**src/rtl/lpm_pkg.sv**
```systemverilog
package lpm_pkg;
   typedef enum logic [1:0] {
      LPS_ON   = 2'd0,
      LPS_PART = 2'd1,
      LPS_SLUM = 2'd2
   } lps_e;
endpackage

```
**src/rtl/lpm_req_sel.sv**
```systemverilog
// Two-way request selector: the upper request wins, both gated by enable.
module lpm_req_sel (
   input  logic [1:0] req_bits,
   input  logic       enable,
   output logic       pick_lo,
   output logic       pick_hi
);
   assign pick_hi = enable & req_bits[1];
   assign pick_lo = enable & req_bits[0] & ~req_bits[1];
endmodule

```
**src/rtl/lpm_fsm.sv**
```systemverilog
module lpm_fsm
   import lpm_pkg::*;
(
   input  logic       clk,
   input  logic       rst_n,
   input  logic       host_p,
   input  logic       host_s,
   input  logic       dev_p,
   input  logic       dev_s,
   input  logic [1:0] acc_en,
   input  logic       rx_pmack,
   input  logic       wake_cmd,
   input  logic       rx_oob_wake,
   output lps_e       state,
   output logic       tx_pmack,
   output logic       tx_pmnak,
   output logic       tx_comwake
);
   lps_e nxt;
   logic ack_d, nak_d;
   logic wake_any;

   assign wake_any = wake_cmd | rx_oob_wake;

   always_comb begin
      nxt   = state;
      ack_d = 1'b0;
      nak_d = 1'b0;
      case (state)
         LPS_ON: begin
            if (!wake_any) begin
               if (host_s || host_p) begin
                  if (rx_pmack) nxt = host_s ? LPS_SLUM : LPS_PART;
               end else if (dev_s) begin
                  if (acc_en[1]) begin
                     nxt   = LPS_SLUM;
                     ack_d = 1'b1;
                  end else begin
                     nak_d = 1'b1;
                  end
               end else if (dev_p) begin
                  if (acc_en[0]) begin
                     nxt   = LPS_PART;
                     ack_d = 1'b1;
                  end else begin
                     nak_d = 1'b1;
                  end
               end
            end
         end
         default: begin
            if (wake_any) nxt = LPS_ON;
         end
      endcase
   end

   always_ff @(posedge clk or negedge rst_n) begin
      if (!rst_n) begin
         state      <= LPS_ON;
         tx_pmack   <= 1'b0;
         tx_pmnak   <= 1'b0;
         tx_comwake <= 1'b0;
      end else begin
         state      <= nxt;
         tx_pmack   <= ack_d;
         tx_pmnak   <= nak_d;
         tx_comwake <= wake_cmd;
      end
   end
endmodule

```
**src/rtl/lpm_flags.sv**
```systemverilog
module lpm_flags #(
   parameter bit IRQ_REG = 1'b0
) (
   input  logic       clk,
   input  logic       rst_n,
   input  logic [1:0] mode_bits,
   input  logic       rx_oob_wake,
   input  logic       clr_chg,
   input  logic       clr_wake,
   input  logic       irq_en,
   output logic       mode_chg,
   output logic       wake_rx,
   output logic       irq
);
   logic [1:0] mode_prev;
   logic       chg_evt;

   assign chg_evt = |(mode_bits ^ mode_prev);

   always_ff @(posedge clk or negedge rst_n) begin
      if (!rst_n) begin
         mode_prev <= 2'b00;
         mode_chg  <= 1'b0;
         wake_rx   <= 1'b0;
      end else begin
         mode_prev <= mode_bits;
         mode_chg  <= chg_evt | (mode_chg & ~clr_chg);
         wake_rx   <= rx_oob_wake | (wake_rx & ~clr_wake);
      end
   end

   generate
      if (IRQ_REG) begin : g_irq_reg
         always_ff @(posedge clk or negedge rst_n) begin
            if (!rst_n) irq <= 1'b0;
            else        irq <= mode_chg & irq_en;
         end
      end else begin : g_irq_comb
         assign irq = mode_chg & irq_en;
      end
   endgenerate
endmodule

```
**src/rtl/lpm_ctrl.sv**
```systemverilog
module lpm_ctrl
   import lpm_pkg::*;
#(
   parameter int               IPM_W       = 4,
   parameter logic [IPM_W-1:0] STS_ACTIVE  = 4'b0001,
   parameter logic [IPM_W-1:0] STS_PARTIAL = 4'b0010,
   parameter logic [IPM_W-1:0] STS_SLUMBER = 4'b0110,
   parameter bit               IRQ_REG     = 1'b0
) (
   input  logic             clk,
   input  logic             rst_n,
   input  logic [1:0]       sw_req,
   input  logic [IPM_W-1:0] ack_en,
   input  logic             wake_cmd,
   input  logic             irq_en,
   input  logic             clr_chg,
   input  logic             clr_wake,
   input  logic             rx_pmreq_p,
   input  logic             rx_pmreq_s,
   input  logic             rx_pmack,
   input  logic             rx_pmnak,
   input  logic             rx_oob_wake,
   output logic             tx_pmreq_p,
   output logic             tx_pmreq_s,
   output logic             tx_pmack,
   output logic             tx_pmnak,
   output logic             tx_comwake,
   output logic [IPM_W-1:0] ipm_status,
   output logic [1:0]       mode_bits,
   output logic             mode_chg,
   output logic             wake_rx,
   output logic             irq
);
   localparam int ACC_BITS = 2;

   generate
      if (IPM_W < ACC_BITS) begin : g_bad_width
         $error("lpm_ctrl: IPM_W must be at least 2");
      end
      if (STS_ACTIVE == STS_PARTIAL || STS_ACTIVE == STS_SLUMBER
          || STS_PARTIAL == STS_SLUMBER) begin : g_bad_codes
         $error("lpm_ctrl: status codes must be distinct");
      end
      if (IPM_W > ACC_BITS) begin : g_acc_hi
         logic unused_acc_hi;
         assign unused_acc_hi = ^ack_en[IPM_W-1:ACC_BITS];
      end
   endgenerate

   lps_e state;
   logic in_on, dev_en;
   logic host_p, host_s, dev_p, dev_s;
   logic unused_nak;

   // A refusal needs no action: the request simply stays asserted.
   assign unused_nak = rx_pmnak;
   assign in_on  = (state == LPS_ON);
   assign dev_en = in_on & ~(|sw_req);

   lpm_req_sel u_host_sel (
      .req_bits (sw_req),
      .enable   (in_on),
      .pick_lo  (host_p),
      .pick_hi  (host_s)
   );

   lpm_req_sel u_dev_sel (
      .req_bits ({rx_pmreq_s, rx_pmreq_p}),
      .enable   (dev_en),
      .pick_lo  (dev_p),
      .pick_hi  (dev_s)
   );

   lpm_fsm u_fsm (
      .clk         (clk),
      .rst_n       (rst_n),
      .host_p      (host_p),
      .host_s      (host_s),
      .dev_p       (dev_p),
      .dev_s       (dev_s),
      .acc_en      (ack_en[ACC_BITS-1:0]),
      .rx_pmack    (rx_pmack),
      .wake_cmd    (wake_cmd),
      .rx_oob_wake (rx_oob_wake),
      .state       (state),
      .tx_pmack    (tx_pmack),
      .tx_pmnak    (tx_pmnak),
      .tx_comwake  (tx_comwake)
   );

   assign tx_pmreq_p = host_p;
   assign tx_pmreq_s = host_s;

   always_comb begin
      case (state)
         LPS_PART: ipm_status = STS_PARTIAL;
         LPS_SLUM: ipm_status = STS_SLUMBER;
         default:  ipm_status = STS_ACTIVE;
      endcase
   end

   assign mode_bits = {state == LPS_SLUM, state == LPS_PART};

   lpm_flags #(.IRQ_REG(IRQ_REG)) u_flags (
      .clk         (clk),
      .rst_n       (rst_n),
      .mode_bits   (mode_bits),
      .rx_oob_wake (rx_oob_wake),
      .clr_chg     (clr_chg),
      .clr_wake    (clr_wake),
      .irq_en      (irq_en),
      .mode_chg    (mode_chg),
      .wake_rx     (wake_rx),
      .irq         (irq)
   );
endmodule

```
**config.mk**
```make
export PLATFORM = sky130hd
export DESIGN_NAME = lpm_ctrl
export DESIGN_NICKNAME = d
export VERILOG_FILES = /design/src/rtl/lpm_pkg.sv /design/src/rtl/lpm_req_sel.sv /design/src/rtl/lpm_fsm.sv /design/src/rtl/lpm_flags.sv /design/src/rtl/lpm_ctrl.sv
export SDC_FILE = /design/constraint.sdc
export NUM_CORES = 1
export LEC_CHECK = 0
export CAP_MARGIN = 20
export CELL_PAD_IN_SITES_DETAIL_PLACEMENT = 1
export CELL_PAD_IN_SITES_GLOBAL_PLACEMENT = 2
export CORE_MARGIN = 1.5
export CORE_UTILIZATION = 30
export CTS_CLUSTER_DIAMETER = 150
export DETAILED_ROUTE_END_ITERATION = 8
export DONT_BUFFER_PORTS = 1
export PLACE_DENSITY = 0.7
export REMOVE_ABC_BUFFERS = 1
export SETUP_SLACK_MARGIN = 0.05
export SLEW_MARGIN = 25
export SYNTH_ARGS = -nofsm -noshare
export SYNTH_HDL_FRONTEND = slang
export SYNTH_SLANG_ARGS = --single-unit
export TNS_END_PERCENT = 10
```
**constraint.sdc**
```tcl
create_clock -name clk -period 1.8 [get_ports clk]
set_input_delay 0.18 -clock clk [delete_from_list [all_inputs] [get_ports clk]]
set_output_delay 0.18 -clock clk [all_outputs]
set_load 0.05 [all_outputs]
```
==> impl_results.md, run 1 <==
- Top Metal Used: met4
- Synthesized flop and latch total: 9
- CP Cell Sequence: inv_2, ha_4, or3b_1, o21ai_2, o31ai_1, mux2i_1
- Sequential fraction of the synthesis area: 0.453
- Drt first pass iters: 3
- Max cap viols: 0
- Pins Over Slew Limit: 0
- CP Data Arrival Time: 1750 ps
- Filler instances: approximately 180
- Initial antenna violation count: 0
- RSZ-0062 raised after global routing: no
- Clock tree buffer depth: 2
- Synth Area in Simple Gates: 0.204
- Global-route wire length before repair: 1670 um
- Status: complete, no violations
- Synthesis-to-finish area growth: 21.9%
- Fmax achieved: 615 MHz
- Avg WL per Cell: 13.2 um
- VDD IR max: between 1000 and 1500 uV
- Vias in the first global route: 400
- All-layer global routing usage: 0.123
- Mux contribution to synthesized area: 0.0202
- Total Wirelength: 1010 um
- Final Skew: roughly 1.6 ps
- Routed vias: 387
- Aggregate global routing overflow: 0
- Main combinational cell family by area after synthesis: simple AND/OR/NAND/NOR gates
- Register area: 225 um2
- Synth Area per Inst: 9.74 um2
- Max stage delay on crit path: a little over 400 ps
- Final setup viols: 0
- Vias per cell: 5.03
- Initial drt markers: 2
- Most common cell after layout, fill and taps aside: dfrtp_1
- H-tree depth: 1
- Mapped Area: between 400 and 500 um2
- # diodes: 0
- Min cycle time layout: ~1600 ps
- Synth Area in Compound Gates: 0.128
- Critical-path top delay cell: dfrtp_1
- Number of buffers created by CTS: 3
- CTS tree: built
- Root buffer cell: clkbuf_4
- Setup CP Type: flop to flop
- Floorplan row count: 14
- Type of the most critical hold path: input port to flop
- WP data required: a little under 2000 ps
- Die Footprint: 1910 um2
- Synth Area in XOR/XNOR: 0.0353
- Die X: 43.7 um
- Layout Cells excl Fill: 77
- Port bufs: 0
- Fin nets: 82
- Tcrit/Tclk final: 0.904
- Share of layout cells above drive strength 1: 0.230
- Synth cell types: 27
- Antenna Nets Post-Route: 0
- Post-DP HPWL: 804 um
- Met2 wire length: approximately 540 um
- Most frequent cells in the layout: dfrtp_1 (9), buf_4 (6), inv_1 (4)
- Worst setup SP type: flop
- Clock Latency Late Sink: 250 ps
- Kind of end point of the critical path: flop
- Synth Area in Adders: 0.0756
- Placed insts: 70
- Largest net degree at the start of global routing: 10
- Final core utilization: 0.397
- IO Pins: 31
- Starting Density: 0.326
- Max FO, Critical Path: 5
- DRC viols: 0
- Clk slew on worst S/H paths: 60 ps
- Cells after synthesis: 51
- Die Y: 43.7 um
- Setup TNS: 0 ps
- Met1 Wirelength: ~370 um
- Clock Sinks: 9
- Routability cong.: approximately 0.66
- Core area: 1520 um2
- DR WL met3: 92 um
- Pwr/cell area: a little over 2000 nW/um2
- Multi-input gate area: 246 um2
- Final Hold Viols: 0
- Yosys warnings: 0
- Leakage: 0.287 nW
==> metal layers <==
layer / vias up / global-route usage
met5: - / 0
met2: 20 / 0.229
li1: 186 / -
met3: 2 / 0.0333
met4: 0 / 0.0909
met1: 179 / 0.111
==> report_power, final <==
group          switching, mW  total [mW]  leakage (nW)  internal, mW
logic                  0.536       0.768         0.160         0.232
clock network         0.0644       0.149        0.0150        0.0850
registers             0.0461       0.303         0.112         0.256
==> cells in the mapped netlist (all sizes together) <==
master | instances | area share
ha | 3 | 0.076
nor3b | 1 | 0.015
nor2 | 3 | 0.023
nand2 | 2 | 0.015
o21ba | 1 | 0.020
o21bai | 1 | 0.015
a21o | 1 | 0.015
dfrtp | 9 | 0.45
nor2b | 2 | 0.025
o31ai | 1 | 0.015
xnor2 | 2 | 0.035
conb | 1 | 0.0075
mux2i | 1 | 0.020
and2 | 2 | 0.025
o21ai | 3 | 0.038
o21a | 1 | 0.015
buf | 2 | 0.030
or3b | 1 | 0.018
and3 | 1 | 0.013
inv | 6 | 0.045
a21oi | 1 | 0.010
nand2b | 2 | 0.025
nand3 | 1 | 0.010
nor3 | 2 | 0.020
or4 | 1 | 0.015
==> cell type report <==
cell class	instances	area share
multi-input cells	34	0.407
clock buffers	4	0.0434
inverters	6	0.0372
flip-flops and latches	9	0.372
well taps	16	0.0331
repair buffers	8	0.107
==> worst paths after layout <==
path	from	end	slack [ps]	cells after the start
min reg2reg	u_flags.mode_prev[0]$_DFF_PN0_	u_flags.mode_chg$_DFF_PN0_	490	2
min in group asynchronous	rst_n	u_flags.mode_prev[1]$_DFF_PN0_	280	1
max reg2reg	u_fsm.state[0]$_DFFE_PN0P_	u_fsm.state[1]$_DFFE_PN0P_	170	6
min	rx_oob_wake	u_flags.wake_rx$_DFF_PN0_	20	1
max	u_fsm.state[0]$_DFFE_PN0P_	u_fsm.state[1]$_DFFE_PN0P_	170	6
max in group asynchronous	rst_n	u_flags.wake_rx$_DFF_PN0_	1240	1
==> cell families after synthesis <==
group           after synthesis
compound gates                9
xor+xnor                      2
fa+ha+maj                     3
buf+inv                       8
flops                         9
mux                           1
other cells                   1
simple gates                 18
==> critical path, delay by kind of cell (launching register included) <==
family / cells / cell delay, ps
simple gates: 1 / 380
buf+inv: 1 / 100
fa+ha+maj: 1 / 150
compound gates: 2 / 320
flops: 1 / 410
mux: 1 / 140
==> repair_timing <==
item	4_1_cts	5_1_grt
hold buffers	2	0
endpoints found under the hold margin	10	0
gates resized for setup	0	4
buffers inserted	0	1
endpoints found under the setup margin	0	3
==> stage by stage <==
stage,hold slack (ps),setup WS (ps),power (mW),cell area [um2]
finish,21.0,173,1.22,606
floorplan,-116,108,0.897,482
global placement,-115,166,1.00,539
global route,15.0,71.8,1.30,606
detailed placement,-115,143,1.02,539
CTS,10.6,112,1.19,586
==> sequential cells by signal, indices dropped and copies added, names as in the netlist <==
name               cells
u_fsm.tx_pmnak         1
u_flags.mode_prev      2
u_flags.wake_rx        1
u_flags.mode_chg       1
u_fsm.state            2
u_fsm.tx_comwake       1
u_fsm.tx_pmack         1
Power figures use the tool's default switching activity.
==> run 2: changes to the inputs <==
- SLEW_MARGIN: 25 -> 20
- clock period: 1.8 -> 1.5 ns (I/O delays scaled with it)
==> run 2 against run 1 <==
The run now ends with setup timing left. Sequential share of layout area is 7.2 points lower. Count of clock-buffer cells in the layout stayed put. Total power is 45% higher. Global-route usage is 2.0 points higher. Routed wire length is 15% higher. Largest cell class unchanged. Flip-flop and latch count stayed put. Fmax is 7.8% higher. Clock power is 24% higher. Clock skew is 0.54 ps lower. Utilization is 9.5 points higher.
==> impl_results.md, run 2 (synthesis results as in run 1) <==
- Status: finished, violations left
- Failing checks: setup timing
- Avg WL per Cell: 13.3 um
- Min cycle time layout: 1510 ps
- Clock tree buffer depth: 2
- Worst setup SP type: flop
- # diodes: 0
- Most frequent cells in the layout: buf_4 (9), dfrtp_1 (9), buf_6 (5)
- Filler instances: ~170
- Placed insts: ~80
- Clock network power share: 0.105
- Comb pwr share: 0.691
- Pwr/cell area: 2350 nW/um2
- Max stage delay on crit path: 390 ps
- CP Cell Sequence: inv_2, ha_4, or3b_4, o21ai_4, o31ai_2, mux2i_1
- Setup TNS: -9.67 ps
- Cell area after layout: about 750 um2
- RSZ-0062 raised after global routing: yes
- Type of the most critical hold path: input port to flop
- Critical-path top delay cell: dfrtp_1
- Switching portion of total power: 0.481
- Die Y: 43.7 um
- Antenna Nets Post-Route: 0
- Core area: approximately 1500 um2
- Root buffer cell: clkbuf_4
- Drt first pass iters: 2
- Layout Cells excl Fill: 87
- DRC viols: 0
- Leakage: about 0.36 nW
- WP data required: 1640 ps
- Clock Latency Late Sink: 260 ps
- Final Skew: 1.04 ps
- Global-route wire length before repair: roughly 1900 um
- Vias in the first global route: about 480
- Vias per cell: 4.80
- PnR worst setup slack: -9.67 ps
- Floorplan row count: 14
- Max cap viols: 0
- Routed vias: about 420
- Routability cong.: 0.736
- Initial drt markers: 1
- Die X: 43.7 um
- Starting Density: 0.326
- IO Pins: 31
- Share of layout cells above drive strength 1: 0.437
- Worst path buffer plus inverter count: 1
- Max FO, Critical Path: 3
- CTS tree: built
- H-tree depth: 1
- Pint: 0.916 mW
- Setup CP Type: flop to flop
- Min Hold Slack: 56.3 ps
- Largest net degree at the start of global routing: 10
- All-layer global routing usage: 0.144
- Clk slew on worst S/H paths: 60 ps
- Port bufs: 0
- Sequential share of power: 0.204
- Kind of end point of the critical path: flop
- Die Footprint: 1910 um2
- Initial antenna violation count: 0
- Final Hold Viols: 0
- Fin nets: 92
- VDD IR max: 1840 uV
- Fmax achieved: between 600 and 700 MHz
- CP Data Arrival Time: 1640 ps
- Number of buffers created by CTS: 3
- Total Power: 1.77 mW
- Total Wirelength: 1160 um
- Pins Over Slew Limit: 0
- Clock Sinks: 9
- Delay-heaviest family, CP: flip-flops
- Dpl cell area: approximately 600 um2
- Top flop regs: u_flags.mode_prev (2), u_fsm.state (2)
- Tcrit/Tclk final: 1.01
- Aggregate global routing overflow: 0
- Synthesis-to-finish area growth: 51.1%
- Sw Pwr: 0.850 mW
- Final setup viols: 1
- Post-DP HPWL: about 810 um
## run 2: worst reg2reg max path: stages (launching register included)
cell and delay [ps]:
dfrtp_1 390, inv_2 80, ha_4 140, or3b_4 390
o21ai_4 160, o31ai_2 100, mux2i_1 120
## run 2: routing by layer
metal	wire length, um	up-vias	GRT usage
met5	0	-	0
met4	19	0	0.127
met3	73	2	0.0208
met2	623	20	0.247
met1	444	192	0.149
li1	-	204	-
## run 2: final cells by class
class                      count  area, um2  share of cell area
clock buffer                   4       26.3              0.0350
tap                           16       20.0              0.0267
inverter                       6       22.5              0.0300
sequential                     9        225               0.300
timing repair buffer          18        169               0.225
multi-input combinational     34        288               0.383
## run 2: path summary, 6_finish.rpt
| check | startpoint | to | slack, ps | depth (start not counted) |
|---|---|---|---|---|
| hold reg to reg | u_flags.mode_prev[0]$_DFF_PN0_ | u_flags.mode_chg$_DFF_PN0_ | 500 | 2 |
| hold / removal | clr_wake | u_flags.wake_rx$_DFF_PN0_ | 60 | 2 |
| setup reg to reg | u_fsm.state[1]$_DFFE_PN0P_ | u_fsm.state[1]$_DFFE_PN0P_ | -10 | 6 |
| min in group asynchronous | rst_n | u_fsm.tx_comwake$_DFF_PN0_ | 250 | 1 |
| setup / recovery | u_fsm.state[1]$_DFFE_PN0P_ | u_fsm.state[1]$_DFFE_PN0P_ | -10 | 6 |
| max in group asynchronous | rst_n | u_fsm.state[1]$_DFFE_PN0P_ | 980 | 1 |
## run 2: stage by stage
step | util | setup WS [ps]
final | 0.493 | -9.67
after global routing | 0.493 | -78.3
after CTS | 0.468 | -32.3
after detailed placement | 0.393 | -46.3
after global placement | 0.393 | -38.4
after floorplan | - | -192
## run 2: what timing repair did
action / 4_1_cts / 5_1_grt
hold buffers: 3 / 0
endpoints found under the hold margin: 11 / 0
resized for setup: 13 / 8
pin swaps: 5 / 2
setup buffers: 1 / 1
setup endpoints to repair: 8 / 9
## run 2: power by group through the flow
stage / sequential (mW) / combinational, mW / clock (mW)
after floorplan: 0.400 / 0.676 / 0
after global routing: 0.368 / 1.31 / 0.204
after detailed placement: 0.361 / 1.01 / 0
after CTS: 0.360 / 1.16 / 0.190
final: 0.360 / 1.22 / 0.185
after global placement: 0.359 / 0.994 / 0
